### src/rtl/ifetch_mixed.sv
module ifetch_mixed #(
  parameter int AW = 32
) (
  input  logic          clk,
  input  logic          rst,
  input  logic          start,
  input  logic          arch_old,
  input  logic [1:0]    req_mode,
  input  logic          has_bytecode,
  input  logic          has_ext,
  input  logic [AW-1:0] pc,
  output logic          mem_req,
  output logic [AW-1:0] mem_addr,
  output logic          mem_wide,
  input  logic          mem_rvalid,
  input  logic [31:0]   mem_rdata,
  output logic          busy,
  output logic          done,
  output logic          err,
  output logic [31:0]   insn,
  output logic [1:0]    enc,
  output logic          ext_flag
);
  localparam logic [1:0] M_FIX = 2'd0, M_CMP = 2'd1, M_EXT = 2'd2, M_BC = 2'd3;
  localparam logic [1:0] E_W32 = 2'd0, E_H16 = 2'd1, E_H32 = 2'd2;

  typedef enum logic [1:0] {S_IDLE, S_WORD, S_HW1, S_HW2} st_t;

  st_t           state;
  logic [AW-1:0] pc_q;
  logic [15:0]   hw1_q;
  logic          ext_q;
  logic [1:0]    eff;
  logic          reject;

  always_comb begin
    eff    = req_mode;
    reject = 1'b0;
    if (arch_old) eff = M_FIX;
    else begin
      case (req_mode)
        M_BC:  begin eff = M_FIX; reject = has_bytecode; end
        M_EXT: if (!has_ext) eff = M_CMP;
        default: ;
      endcase
    end
  end

  wire [15:0] first_hw = mem_rdata[15:0];
  wire        is_long  = (first_hw[15:13] == 3'b111) && (first_hw[12:11] != 2'b00);
  wire        accept   = start && (state == S_IDLE) && !done;
  wire        rsp      = mem_req && mem_rvalid;

  assign mem_req  = (state != S_IDLE);
  assign mem_wide = (state == S_WORD);
  assign mem_addr = (state == S_HW2) ? pc_q + AW'(2) : pc_q;
  assign busy     = (state != S_IDLE) || done;

  always_ff @(posedge clk) begin
    if (rst) begin
      state    <= S_IDLE;
      pc_q     <= '0;
      hw1_q    <= '0;
      ext_q    <= 1'b0;
      done     <= 1'b0;
      err      <= 1'b0;
      insn     <= '0;
      enc      <= E_W32;
      ext_flag <= 1'b0;
    end else begin
      done <= 1'b0;
      case (state)
        S_IDLE: if (accept) begin
          pc_q <= pc;
          if (reject) begin
            done     <= 1'b1;
            err      <= 1'b1;
            insn     <= '0;
            enc      <= E_W32;
            ext_flag <= 1'b0;
          end else begin
            err   <= 1'b0;
            ext_q <= (eff == M_EXT);
            state <= (eff == M_FIX) ? S_WORD : S_HW1;
          end
        end
        S_WORD: if (rsp) begin
          insn     <= mem_rdata;
          enc      <= E_W32;
          ext_flag <= 1'b0;
          done     <= 1'b1;
          state    <= S_IDLE;
        end
        S_HW1: if (rsp) begin
          if (is_long) begin
            hw1_q <= first_hw;
            state <= S_HW2;
          end else begin
            insn     <= {16'h0000, first_hw};
            enc      <= E_H16;
            ext_flag <= ext_q;
            done     <= 1'b1;
            state    <= S_IDLE;
          end
        end
        S_HW2: if (rsp) begin
          insn     <= {hw1_q, mem_rdata[15:0]};
          enc      <= E_H32;
          ext_flag <= 1'b0;
          done     <= 1'b1;
          state    <= S_IDLE;
        end
        default: state <= S_IDLE;
      endcase
    end
  end
endmodule


### config.mk
export PLATFORM = sky130hd
export DESIGN_NAME = ifetch_mixed
export DESIGN_NICKNAME = d
export VERILOG_FILES = /design/src/rtl/ifetch_mixed.sv
export SDC_FILE = /design/constraint.sdc
export NUM_CORES = 1
export LEC_CHECK = 0
export BUFFER_PORTS_ARGS = -buffer_cell sky130_fd_sc_hd__buf_2
export CORE_MARGIN = 2
export CORE_UTILIZATION = 45
export CTS_BUF_LIST = sky130_fd_sc_hd__clkbuf_8 sky130_fd_sc_hd__clkbuf_16
export DETAILED_ROUTE_END_ITERATION = 8
export GPL_ROUTABILITY_DRIVEN = 0
export PLACE_DENSITY_LB_ADDON = 0.2
export RECOVER_POWER = 50
export SETUP_SLACK_MARGIN = 0.2
export SYNTH_ARGS = -nofsm -noshare
export SYNTH_HDL_FRONTEND = slang
export SYNTH_SLANG_ARGS = --single-unit
export TNS_END_PERCENT = 10
### constraint.sdc
create_clock -name clk -period 1.78 [get_ports clk]
set_input_delay 0.089 -clock clk [delete_from_list [all_inputs] [get_ports clk]]
set_output_delay 0.089 -clock clk [all_outputs]
set_load 0.1 [all_outputs]
* Yosys cells after proc, flatten, opt, wreduce, memory -nomap -nowiden
Index checks and enable logic that the tools add are counted.
Storage, ports and cells: output and inout bits 72, word-level logic and storage cells 81, input bits 73, flip-flop bits (word level) 88
Cells by class: reductions and logical operators 17, mux-type cells 38, $add $sub $neg 1, equal/unequal tests 15, bitwise logic cells 1
Operator list (number):
- 32-bit 2-to-1 mux | 7
- 32-bit case mux with 4 select lines | 1
- 32-bit by 2-bit adder with 32-bit output, second input constant | 1
- 2-bit 2-to-1 mux | 13
- 1-bit 2-to-1 mux | 12
- 2-bit != test, second input constant | 6
- 2-bit equality test, second input constant | 5
- 2-bit case mux with 4 select lines | 1
- 1-bit case mux with 3 select lines | 2
- 2-bit case mux with 3 select lines | 1
- 3-bit AND reduction | 2
- 6-bit AND reduction | 1
- 5-bit AND reduction | 1
- 1-bit logical AND | 4
- 2-bit zero test | 2
- 2-bit by 1-bit != test with 1-bit output, second input constant | 2
- 2-bit case mux with 2 select lines | 1
- 4-bit AND reduction | 1
- 2-bit nonzero test | 2
- 3-bit equality test, second input constant | 1
- 2-bit by 1-bit equality test with 1-bit output, second input constant | 1
- 2-bit AND reduction | 1
- 2-bit OR reduction | 1
- 1-bit zero test | 1
- other kinds (2) | 2

* Depth between registers and ports, before layout
depth after elaboration 8, depth in mapped cells 7, depth with buffers taken out 5

* Worst setup path after synthesis
Ideal clock, no wire load.
path type register -> output, start reg state[1], end out mem_addr[18], cell stages (with the launch flop) 6, slack -1.192 ns, arrival 2.883 ns, required time 1.691 ns, buffers on the path 1, path through dfxtp_1 > buf_6 > nand3_1 > nor4_2 > nand4_1 > xnor2_1
On the way: cells in the longest elaborated chain, start to end 2
Ends and longest elaborated chain:
- from (decl) | line 29 | st_t state;
- from (signal assigned) | line 84 | state <= (eff == M_FIX) ? S_WORD : S_HW1;
- 2-bit equality test | line 56 | assign mem_addr = (state == S_HW2) ? pc_q + AW'(2) : pc_q;
- 32-bit 2-to-1 mux | line 56
- to (decl) | line 13 | output logic [AW-1:0] mem_addr,
No other way between the ends.

* Final worst setup path
start reg pc_q[7], end out mem_addr[22]
On the way: cells in the longest elaborated chain, start to end 2
Ends and longest elaborated chain:
- from (decl) | line 30 | logic [AW-1:0] pc_q;
- from (signal assigned) | line 74 | pc_q <= pc;
- 32-bit by 2-bit adder with 32-bit output | line 56
- 32-bit 2-to-1 mux | line 56
No other way between the ends.

==> metrics.csv <==
stage,metric,value,unit
run_status,status,finished with violations,
run_status,violations,setup timing,
detailed_routing,post-route-drc-count,0,
detailed_routing,vias_per_cell,5.579,
clock_network,clock_latency,0.36,ns
power_and_ir_drop,p_leak,0.003015,uW
grt,grt_antenna_before_repair,1,
critical_path,r2r_setup_slack,-0.19,ns
critical_path,worstSetupPathType,reg -> out,
detailed_routing,drt_iter0_drc,268,
sta,fin_skew,0.008234,ns
logic_synthesis,netlist_instances,461,
critical_path,crit_chain,"nand4_1, buf_4, nor4_4, buf_6, nand4_1, xnor2_4, buf_12",
detailed_routing,postRouteAntennaNets,0,
logic_synthesis,synth.area.top_cells,"dfxtp_1, nand2_1, a21oi_1",
placed_design,dpl.cell_count,736,
min_path,hold_path.startpoint,pc[19],
clock_network,clk_path_buf_depth,2,
detailed_routing,num_vias,4474,
sta,min_period,2.217,ns
sta,hold_violations,0,
logic_synthesis,yosysWarnings,0,
critical_path,critical_path.max_fanout,8,
grt,grt_remaining_overflow,0,
run,drv_cap,0,
sta,fin_ws,-0.4373,ns
logic_synthesis,synth_top_area_cell,dfxtp_1,
logic_synthesis,synth_edf_count,0,
placed_design,post_dp_cell_area,6319,um2
placed_design,io_buffer_count,144,
logic_synthesis,yosysSeqAreaShare,43.43,%
min_path,min_path_type,in -> reg,
min_path,hold_depth,3,
die,rows,34,
logic_synthesis,syn_nets,535,
sta,fin_crit_sh,124.6,%
finish,fin_area,7168,um2
min_path,whs_endpoint,pc_q[19],
critical_path,reg2reg_from,state[1],
sta,tightest_slew,0.7793,ns
sta,maxSlewViolCount,0,
die,die_area,9790,um2
detailed_routing,wl_per_cell,17.90,um
die,die_x,98.95,um
grt,grt_max_degree,61,
logic_synthesis,synth_top_area_share,43.43,%
critical_path,required,1.69,ns
detailed_routing,drt_first_pass_iters,4,
sta,whs,0.01686,ns
critical_path,cp_slowest_cell,dfxtp_2,
sta,tns,-12.13,ns
clock_network,cts_tree,built,
grt,grt_pass1_wl,22410,um
logic_synthesis,synth_area_per_cell,8.799,um2
logic_synthesis,ys_ff_latch,88,
logic_synthesis,yosys-top-cells-count,"dfxtp_1, nand2_1, a21oi_1",
logic_synthesis,synthFlopType,dfxtp_1,
die,coreArea,8721,um2
critical_path,arrival,2.13,ns
sta,fmax,0.4510,GHz
clock_network,cts_max_level,3,
clock_network,cts.clk_slew.worst_paths,0.08,ns
grt,grt_pass1_vias,4548,
critical_path,startpoint_type,flip-flop,
critical_path,r2r_end,insn[19],
logic_synthesis,synth.most_common_cell,dfxtp_1,
die,start_util,46.51,%
clock_network,root_buffer,clkbuf_8,
logic_synthesis,ys_types,45,
logic_synthesis,synth-async-reset-ratio,0,%
power_and_ir_drop,worst_ir_drop_vdd,1.308,mV
finish,syn_to_final_growth,76.71,%
critical_path,critPathMaxStageDelay,0.35,ns
finish,layout-drive-gt1-share,46.03,%
grt,grt_usage,28.47,%
sta,setup_violations,93,
critical_path,critPathMostFrequentCell,nand4_1,
die,ios,145,
clock_network,cts_sinks,88,
critical_path,critPathCaptureType,output pin,
finish,final_nets,763,
logic_synthesis,synth_area,4056,um2
finish,finish.cell_count_without_fillers,802,
die,die_y,98.95,um
critical_path,r2r_cells,6,
clock_network,cts_made_buffers,9,
power_and_ir_drop,power.density,1278,nW/um2
placed_design,dp_hpwl,9037,um
detailed_routing,wirelength,14350,um
sta,rsz0062_at_grt,true,
sta,slew-limit-headroom,47.88,%
==> cells in the final DEF, fill, tap and decap left out, drive strengths merged, types with 21 or more instances in the layout <==
master / synthesis / layout
buf: 11 / 162
dfxtp: 88 / 88
nand2: 80 / 80
a21oi: 53 / 53
clkbuf: 25 / 52
dlygate4sd3: 0 / 48
nand4: 32 / 32
xnor2: 26 / 26
nor2: 25 / 25
o21ai: 21 / 21
==> logic make-up after synthesis <==
group,count (synthesis),share of synthesized area (%)
xor gates and xnor gates,31,6.693
DFF,88,43.43
muxes,31,8.174
adders and majority gates,1,0.3084
buffers and inverters,39,4.719
AOI/OAI and AO/OA,95,14.16
and+or+nand+nor,176,22.52
==> metal layers <==
metal / part of all wire (%) / vias to the layer above / track usage (%)
li1: - / 2092 / -
met3: 6.6 / 53 / 4.894
met1: 39 / 2107 / 34.17
met2: 50 / 222 / 49.74
met5: 0 / - / 0
met4: 4.7 / 0 / 12.75
==> repair_timing <==
item | 4_1_cts | 5_1_grt
endpoints found under the setup margin | 113 | 115
setup buffers | 2 | 0
gates resized for setup | 38 | 26
hold endpoints to repair | 52 | 1
hold buffers | 47 | 1
pin swaps | 33 | 11
==> worst max-delay path by stage <==
stage | slack [ns] | start | cells past startpoint | endpoint
floorplan | -0.28 | pc_q[5] | 5 | mem_addr[24]
global placement | -0.09 | pc_q[5] | 6 | mem_addr[28]
detailed placement | -0.12 | state[0] | 4 | insn[1]
CTS | -0.42 | pc_q[6] | 7 | mem_addr[23]
global route | -0.55 | pc_q[5] | 7 | mem_addr[30]
finish | -0.44 | pc_q[7] | 7 | mem_addr[22]
==> power by group <==
part | switching [uW] | total [uW] | internal, uW
Combinational | 3410 | 5250 | 1840
Sequential | 226 | 2470 | 2250
Clock | 670 | 1440 | 771
==> final cells by class <==
class	count	area, um2
inverter	3	11.26
clock inverter	6	80.08
clock buffer	9	123.9
antenna	1	2.502
sequential	88	1792
fill	483	1553
tap	108	135.1
multi-input combinational	334	2803
timing repair buffer	253	2221
==> registers in the layout (all words and copies together) (netlist names) <==
register,cells
enc,2
hw1_q,16
ext_flag,1
err,1
ext_q,1
done,1
insn,32
state,2
pc_q,32
==> per-stage QoR <==
step                      total power, uW  setup slack, ns  utilization (%)
after detailed placement             7441          -0.1199            72.45
final                                9164          -0.4373            82.20
after global placement               7363         -0.09490            72.45
after global routing                 9477          -0.5529            82.20
after CTS                            9073          -0.4183            81.61
after floorplan                      5941          -0.2764                -
==> worst max-delay path: cells and delay by family, from the launching register on <==
kind                   cells  cell delay [ns]
XOR/XNOR                   1             0.23
flip-flops                 1             0.35
AND/OR/NAND/NOR            3             0.59
buffers and inverters      3             0.61
No activity file was read; power rests on OpenSTA's default activity.
